$ cat src/rtl/gated_alu_pkg.sv
package gated_alu_pkg;

  typedef enum logic [2:0] {
    OP_ADD   = 3'd0,
    OP_SUB   = 3'd1,
    OP_AND   = 3'd2,
    OP_OR    = 3'd3,
    OP_XOR   = 3'd4,
    OP_PASSB = 3'd5,
    OP_ADC   = 3'd6,
    OP_SBC   = 3'd7
  } aluOp_e;

  typedef enum logic [1:0] {
    SRC_BUS = 2'd0,
    SRC_ACC = 2'd1,
    SRC_R0  = 2'd2,
    SRC_R1  = 2'd3
  } srcSel_e;

  typedef enum logic [1:0] {
    DST_ACC  = 2'd0,
    DST_R0   = 2'd1,
    DST_R1   = 2'd2,
    DST_NONE = 2'd3
  } dstSel_e;

  typedef struct packed {
    logic capture;
    logic execute;
    logic wrAcc;
    logic wrR0;
    logic wrR1;
    logic fwdA;
    logic fwdB;
  } ctrlStrobes_t;

endpackage

$ cat src/rtl/gated_alu_unit.sv
module gated_alu_unit
  import gated_alu_pkg::*;
#(
  parameter int DATA_W = 8
) (
  input  logic [DATA_W-1:0] opA,
  input  logic [DATA_W-1:0] opB,
  input  aluOp_e            op,
  input  logic              carryIn,
  output logic [DATA_W-1:0] res,
  output logic              carryNext
);

  logic [DATA_W-1:0] bAdd;
  logic              cinAdd;
  logic [DATA_W:0]   sum;

  always_comb begin
    bAdd = ((op == OP_SUB) || (op == OP_SBC)) ? ~opB : opB;
    case (op)
      OP_ADD:  cinAdd = 1'b0;
      OP_SUB:  cinAdd = 1'b1;
      default: cinAdd = carryIn;
    endcase
    sum = {1'b0, opA} + {1'b0, bAdd} + {{DATA_W{1'b0}}, cinAdd};

    case (op)
      OP_ADD, OP_SUB, OP_ADC, OP_SBC: begin
        res       = sum[DATA_W-1:0];
        carryNext = sum[DATA_W];
      end
      OP_AND: begin
        res       = opA & opB;
        carryNext = 1'b0;
      end
      OP_OR: begin
        res       = opA | opB;
        carryNext = 1'b0;
      end
      OP_XOR: begin
        res       = opA ^ opB;
        carryNext = 1'b0;
      end
      default: begin
        res       = opB;
        carryNext = 1'b0;
      end
    endcase
  end

endmodule

$ cat src/rtl/gated_alu_ctrl.sv
module gated_alu_ctrl
  import gated_alu_pkg::*;
(
  input  logic         clk,
  input  logic         rst,
  input  logic         issue,
  input  srcSel_e      aSel,
  input  srcSel_e      bSel,
  input  dstSel_e      dstSel,
  output ctrlStrobes_t strb
);

  logic    execValid;
  dstSel_e execDst;

  // one pipeline stage of control: the issued op executes next cycle
  always_ff @(posedge clk) begin
    if (rst) begin
      execValid <= 1'b0;
      execDst   <= DST_NONE;
    end else begin
      execValid <= issue;
      if (issue) execDst <= dstSel;
    end
  end

  function automatic logic pendingHit(input srcSel_e sel);
    pendingHit = execValid &&
                 (((sel == SRC_ACC) && (execDst == DST_ACC)) ||
                  ((sel == SRC_R0)  && (execDst == DST_R0))  ||
                  ((sel == SRC_R1)  && (execDst == DST_R1)));
  endfunction

  always_comb begin
    strb.capture = issue;
    strb.execute = execValid;
    strb.wrAcc   = execValid && (execDst == DST_ACC);
    strb.wrR0    = execValid && (execDst == DST_R0);
    strb.wrR1    = execValid && (execDst == DST_R1);
    strb.fwdA    = issue && pendingHit(aSel);
    strb.fwdB    = issue && pendingHit(bSel);
  end

endmodule

$ cat src/rtl/gated_alu_dp.sv
module gated_alu_dp
  import gated_alu_pkg::*;
#(
  parameter int DATA_W = 8
) (
  input  logic              clk,
  input  logic              rst,
  input  ctrlStrobes_t      strb,
  input  aluOp_e            opcode,
  input  srcSel_e           aSel,
  input  srcSel_e           bSel,
  input  logic [DATA_W-1:0] busA,
  input  logic [DATA_W-1:0] busB,
  output logic [DATA_W-1:0] resultOut,
  output logic [DATA_W-1:0] accOut,
  output logic              carryOut,
  output logic              zeroOut
);

  logic [DATA_W-1:0] opAQ, opBQ;
  aluOp_e            opQ;
  logic [DATA_W-1:0] accQ, r0Q, r1Q, resultQ;
  logic              carryQ, zeroQ;
  logic [DATA_W-1:0] aluRes;
  logic              aluCarry;
  logic [DATA_W-1:0] aIn, bIn;

  function automatic logic [DATA_W-1:0] pickSrc(input srcSel_e sel,
                                                input logic [DATA_W-1:0] bus,
                                                input logic [DATA_W-1:0] acc,
                                                input logic [DATA_W-1:0] r0,
                                                input logic [DATA_W-1:0] r1);
    case (sel)
      SRC_BUS: pickSrc = bus;
      SRC_ACC: pickSrc = acc;
      SRC_R0:  pickSrc = r0;
      default: pickSrc = r1;
    endcase
  endfunction

  always_comb begin
    aIn = strb.fwdA ? aluRes : pickSrc(aSel, busA, accQ, r0Q, r1Q);
    bIn = strb.fwdB ? aluRes : pickSrc(bSel, busB, accQ, r0Q, r1Q);
  end

  // operand isolation: loads jointly, only on issue (clock-enable in place of a gated clock)
  always_ff @(posedge clk) begin
    if (rst) begin
      opAQ <= '0;
      opBQ <= '0;
      opQ  <= OP_ADD;
    end else if (strb.capture) begin
      opAQ <= aIn;
      opBQ <= bIn;
      opQ  <= opcode;
    end
  end

  gated_alu_unit #(.DATA_W(DATA_W)) u_alu (
    .opA      (opAQ),
    .opB      (opBQ),
    .op       (opQ),
    .carryIn  (carryQ),
    .res      (aluRes),
    .carryNext(aluCarry)
  );

  always_ff @(posedge clk) begin
    if (rst) begin
      resultQ <= '0;
      accQ    <= '0;
      r0Q     <= '0;
      r1Q     <= '0;
      carryQ  <= 1'b0;
      zeroQ   <= 1'b0;
    end else if (strb.execute) begin
      resultQ <= aluRes;
      carryQ  <= aluCarry;
      zeroQ   <= (aluRes == '0);
      if (strb.wrAcc) accQ <= aluRes;
      if (strb.wrR0)  r0Q  <= aluRes;
      if (strb.wrR1)  r1Q  <= aluRes;
    end
  end

  assign resultOut = resultQ;
  assign accOut    = accQ;
  assign carryOut  = carryQ;
  assign zeroOut   = zeroQ;

endmodule

$ cat src/rtl/gated_alu_core.sv
module gated_alu_core
  import gated_alu_pkg::*;
#(
  parameter int DATA_W = 8
) (
  input  logic              clk,
  input  logic              rst,
  input  logic              issue,
  input  logic [2:0]        opcode,
  input  logic [1:0]        aSel,
  input  logic [1:0]        bSel,
  input  logic [1:0]        dstSel,
  input  logic [DATA_W-1:0] busA,
  input  logic [DATA_W-1:0] busB,
  output logic [DATA_W-1:0] resultOut,
  output logic [DATA_W-1:0] accOut,
  output logic              carryOut,
  output logic              zeroOut
);

  ctrlStrobes_t strb;

  gated_alu_ctrl u_ctrl (
    .clk   (clk),
    .rst   (rst),
    .issue (issue),
    .aSel  (srcSel_e'(aSel)),
    .bSel  (srcSel_e'(bSel)),
    .dstSel(dstSel_e'(dstSel)),
    .strb  (strb)
  );

  gated_alu_dp #(.DATA_W(DATA_W)) u_dp (
    .clk      (clk),
    .rst      (rst),
    .strb     (strb),
    .opcode   (aluOp_e'(opcode)),
    .aSel     (srcSel_e'(aSel)),
    .bSel     (srcSel_e'(bSel)),
    .busA     (busA),
    .busB     (busB),
    .resultOut(resultOut),
    .accOut   (accOut),
    .carryOut (carryOut),
    .zeroOut  (zeroOut)
  );

endmodule

$ cat config.mk
export PLATFORM = sky130hd
export DESIGN_NAME = gated_alu_core
export DESIGN_NICKNAME = d
export VERILOG_FILES = /design/src/rtl/gated_alu_pkg.sv /design/src/rtl/gated_alu_unit.sv /design/src/rtl/gated_alu_ctrl.sv /design/src/rtl/gated_alu_dp.sv /design/src/rtl/gated_alu_core.sv
export SDC_FILE = /design/constraint.sdc
export NUM_CORES = 1
export LEC_CHECK = 0
export ABC_AREA = 0
export BUFFER_PORTS_ARGS = -buffer_cell sky130_fd_sc_hd__buf_2
export CORE_MARGIN = 2
export CORE_UTILIZATION = 45
export DETAILED_ROUTE_END_ITERATION = 7
export GPL_ROUTABILITY_DRIVEN = 0
export PLACE_DENSITY = 0.72
export SETUP_SLACK_MARGIN = 0.5
export SYNTH_ARGS = -nofsm -noshare
export SYNTH_HDL_FRONTEND = slang
export SYNTH_HIERARCHICAL = 1
export SYNTH_SLANG_ARGS = --single-unit
$ cat constraint.sdc
create_clock -name clk -period 3 [get_ports clk]
set_input_delay 0.3 -clock clk [delete_from_list [all_inputs] [get_ports clk]]
set_output_delay 0.3 -clock clk [all_outputs]
set_load 0.005 [all_outputs]
==> metrics.json <==
{
  "status": {"value": "finished with violations"},
  "violated_checks": {"value": "negative setup slack"},
  "grt_pass1_vias": {"value": 3328},
  "cpMostUsedCell": {"value": "fa_2"},
  "hold_path_startpoint": {"value": "dstSel[1]"},
  "yosys_warnings": {"value": 6},
  "initial_core_util": {"value": 45.6, "unit": "%"},
  "pwr-share-seq": {"value": 45.5, "unit": "%"},
  "antenna_cells_inserted": {"value": 0},
  "fin_worst_skew": {"value": 0.0114, "unit": "ns"},
  "vias": {"value": 3354},
  "syn-cell-area": {"value": 0.00369, "unit": "sq mm"},
  "grt_use_total": {"value": 22.0, "unit": "%"},
  "grt_antenna_before_repair": {"value": 0},
  "ioPinCount": {"value": 46},
  "netlist.area_leader.share": {"value": 30.4, "unit": "%"},
  "ant_nets": {"value": 0},
  "netSwitchingFraction": {"value": 32.6, "unit": "%"},
  "number_of_buffers_added_by_the_clock_tree_synthesis_step": {"value": 5},
  "clock_h_tree_levels": {"value": 2},
  "crit_arrival": {"value": 3.23, "unit": "ns"},
  "power_switching": {"value": 0.576, "unit": "mW"},
  "cell_by_cell_listing_of_the_critical_path": {"value": "nor2b_4, nor2_4, nand2_4, xnor2_2, fa_2, fa_2, a21o_1, a21oi_2, xor2_1, o221ai_1, o21a_1, a222oi_1, a211oi_1"},
  "cell_internal_pwr": {"value": 1.19, "unit": "mW"},
  "syn-instance-count": {"value": 428},
  "post_drt_wl_per_cell": {"value": 16.2, "unit": "microns"},
  "worst_margin_slew": {"value": 1.00, "unit": "ns"},
  "postSynth.asyncResetShare": {"value": 0, "unit": "%"},
  "place.detailed.hpwl": {"value": 6.81, "unit": "mm"},
  "die_h": {"value": 94.6, "unit": "microns"},
  "netlist.top_cell.by_area": {"value": "dfxtp_1"},
  "numPortBuffers": {"value": 45},
  "row_count": {"value": 33},
  "ys_ff_latch": {"value": 56},
  "drt_iter0_drc": {"value": 188},
  "placed_insts": {"value": 571},
  "grt_setup_unrepaired": {"value": "yes"},
  "ys_top_cells_by_area": {"value": "dfxtp_1, mux2_2, ha_1"},
  "floorplan.core_area": {"value": 0.00809, "unit": "sq mm"},
  "drc": {"value": 0},
  "required": {"value": 3.15, "unit": "ns"},
  "cts.root.buffer_cell": {"value": "clkbuf_8"},
  "power.ir.vdd_worst": {"value": 0.306, "unit": "mV"},
  "clock_group_share_of_total_power": {"value": 24.0, "unit": "%"},
  "number_of_nets_at_the_end_of_the_flow": {"value": 532},
  "achievable-frequency": {"value": 325, "unit": "MHz"},
  "worstSetupStartpoint": {"value": "u_dp/opQ[2]$_SDFFE_PP0P_"},
  "power.combinational.fraction": {"value": 30.5, "unit": "%"},
  "hold_ws": {"value": 0.178, "unit": "ns"},
  "timing.critical_path.slowest_cell_delay": {"value": 0.40, "unit": "ns"},
  "fp.dieW": {"value": 94.6, "unit": "microns"},
  "power.density": {"value": 403, "unit": "mW/mm^2"},
  "hold_buffers": {"value": 0},
  "final_min_period_over_clock_period": {"value": 103, "unit": "%"},
  "synthFlopType": {"value": "dfxtp_1"},
  "globalRouteOverflowTotal": {"value": 0},
  "final_layout_size_suffix_gt1_share": {"value": 32.7, "unit": "%"},
  "synth-edff-count": {"value": 0},
  "netlist-cell-type-count": {"value": 44},
  "clk_latency": {"value": 0.32, "unit": "ns"},
  "path_buf_inv": {"value": 0},
  "floorplan.die_area": {"value": 0.00894, "unit": "sq mm"},
  "final_max_slew_viol_count": {"value": 0},
  "synth.avg_cell_area": {"value": 8.62, "unit": "sq um"},
  "timing.slew.headroom": {"value": 33.2, "unit": "%"},
  "final.fill_count": {"value": 775},
  "area.growth.synth_to_final": {"value": 18.8, "unit": "%"},
  "via_per_inst": {"value": 5.73},
  "clock_path_buffers": {"value": 2},
  "final_min_period": {"value": 3.08, "unit": "ns"},
  "grt_first_pass_wirelength": {"value": 15.9, "unit": "mm"},
  "synth_seq_area_share": {"value": 30.4, "unit": "%"},
  "drtPass1Iterations": {"value": 5},
  "timing.max_cap.violations": {"value": 0},
  "power_leakage": {"value": 1.76, "unit": "nW"},
  "fin_cells": {"value": 585},
  "endpoint_kind": {"value": "register"},
  "path_max_fanout": {"value": 4},
  "post-route-worst-setup-slack": {"value": -0.0790, "unit": "ns"},
  "setup.worst_path.start_class": {"value": "register"},
  "detail_route.wirelength": {"value": 9.49, "unit": "mm"},
  "setup_viol": {"value": 5},
  "hold_class": {"value": "input pin to register"},
  "critical-path-slowest-cell": {"value": "fa_2"},
  "clock_sinks": {"value": 56},
  "tritoncts_clock_tree": {"value": "yes"},
  "pin_count_of_the_biggest_net_entering_global_routing": {"value": 57},
  "cts.reportedPaths.clkPinSlew": {"value": 0.10, "unit": "ns"},
  "r2r_start": {"value": "u_dp/opQ[2]$_SDFFE_PP0P_"},
  "mappedNetlistNets": {"value": 481},
  "hold_violations": {"value": 0},
  "type_of_the_worst_setup_path": {"value": "register to register"},
  "delay_heaviest_family_cp": {"value": "compound AO/OA/AOI/OAI gates"}
}
[layout by cell type (no fill, tap or decap), drive strengths merged, types with 2 or more instances in the layout]
cell type and instances:
nor2 42, nor2b 7, nor4 2, a211oi 21, and3b 2, o221ai 3
mux2 33, clkbuf 6, xnor2 8, fa 2, nand2 37, nand2b 3
inv 22, dfxtp 56, a31oi 5, a211o 2, a21o 2, or4b 3
nor3 3, ha 23, nand3 25, o211ai 2, buf 75, mux2i 15
xor2 3, a222oi 16, a21oi 34, or4bb 2, nand4b 2, o21ai 18
[what timing repair did]
item                                    in CTS  in global routing
endpoints found under the setup margin      41                 46
setup buffers                                4                  2
pin swaps                                   31                 24
resized for setup                           24                 13
[power by group through the flow]
| stage | sequential [mW] | clock [mW] | combinational, mW |
|---|---|---|---|
| floorplan | 0.814 | 0 | 0.312 |
| CTS | 0.805 | 0.435 | 0.505 |
| finish | 0.805 | 0.425 | 0.539 |
| global placement | 0.819 | 0 | 0.452 |
| global route | 0.810 | 0.462 | 0.588 |
| detailed placement | 0.821 | 0 | 0.461 |
[sequential cells by signal, indices dropped and copies added (netlist names)]
register and cells:
u_ctrl/execDst 2, u_dp/r0Q 8, u_dp/zeroOut 1, u_dp/resultOut 8, u_dp/carryOut 1, u_dp/opQ 3, u_dp/r1Q 8, u_dp/accOut 8
u_dp/opAQ 8, u_ctrl/execValid 1, u_dp/opBQ 8
[final timing paths]
path / cells past startpoint / endpoint / slack, ns
max: 13 / u_dp/opAQ[4]$_SDFFE_PP0P_ / -0.08
min: 2 / u_ctrl/execDst[1]$_SDFFE_PP1P_ / 0.18
min reg2reg: 2 / u_dp/r1Q[6]$_SDFFE_PP0P_ / 0.47
max reg2reg: 13 / u_dp/opAQ[4]$_SDFFE_PP0P_ / -0.08
[synth_stat cells (all sizes together) (3+ instances only)]
cell    instances
a211oi         21
or4b            3
nand2          37
a31oi           5
xor2            3
nor2b           7
a222oi         16
buf            15
o221ai          3
ha             23
nor2           42
nand2b          3
o21ai          18
mux2i          15
nand3          25
mux2           33
inv            20
a21oi          34
clkbuf         16
xnor2           8
nor3            3
dfxtp          56
[layer usage]
metal | GRT usage, % | part of all wire [%] | up-vias
li1 | - | - | 1655
met3 | 2.47 | 4.1 | 22
met5 | 0 | 0 | -
met2 | 37.3 | 48 | 98
met1 | 28.4 | 46 | 1579
met4 | 9.54 | 2.7 | 0
[cells by family after synthesis]
| group | share of synthesized area [%] |
|---|---|
| AO/OA/AOI/OAI | 19.2 |
| XOR/XNOR | 2.61 |
| adder cells (fa/ha/maj) | 8.88 |
| buffers and inverters | 7.26 |
| flip-flops | 30.4 |
| multiplexers | 14.5 |
| AND/OR/NAND/NOR | 17.1 |
[per-stage QoR]
stage | setup WS [ns] | setup TNS [ns] | total power, mW | cell area, sq um | utilization [%]
2_1_floorplan | -0.0592 | -0.188 | 1.13 | 3740 | -
6_report | -0.0790 | -0.219 | 1.77 | 4380 | 54.2
3_5_place_dp | -0.165 | -0.227 | 1.28 | 4090 | 50.5
5_1_grt | -0.221 | -2.48 | 1.86 | 4380 | 54.2
3_3_place_gp | -0.109 | -0.109 | 1.27 | 4090 | 50.5
4_1_cts | -0.00970 | -0.0127 | 1.75 | 4320 | 53.3
[worst reg2reg max path, stage by stage (launching register included)]
cell      delay, ns
dfxtp_4        0.38
nor2b_4        0.14
nor2_4         0.14
nand2_4        0.08
xnor2_2        0.14
fa_2           0.37
fa_2           0.40
a21o_1         0.20
a21oi_2        0.14
xor2_1         0.17
o221ai_1       0.14
o21a_1         0.18
a222oi_1       0.34
a211oi_1       0.12
[layout make-up]
cell class	instances	area, sq um	share of cell area [%]
Timing Repair Buffer	75	465	10.6
Clock buffer	6	72.6	1.66
Tap cell	105	131	3.00
Sequential cell	56	1130	25.7
Multi-Input combinational cell	321	2500	56.9
Clock inverter	2	17.5	0.400
Inverter	20	75.1	1.71
Power figures use the tool's default switching activity.
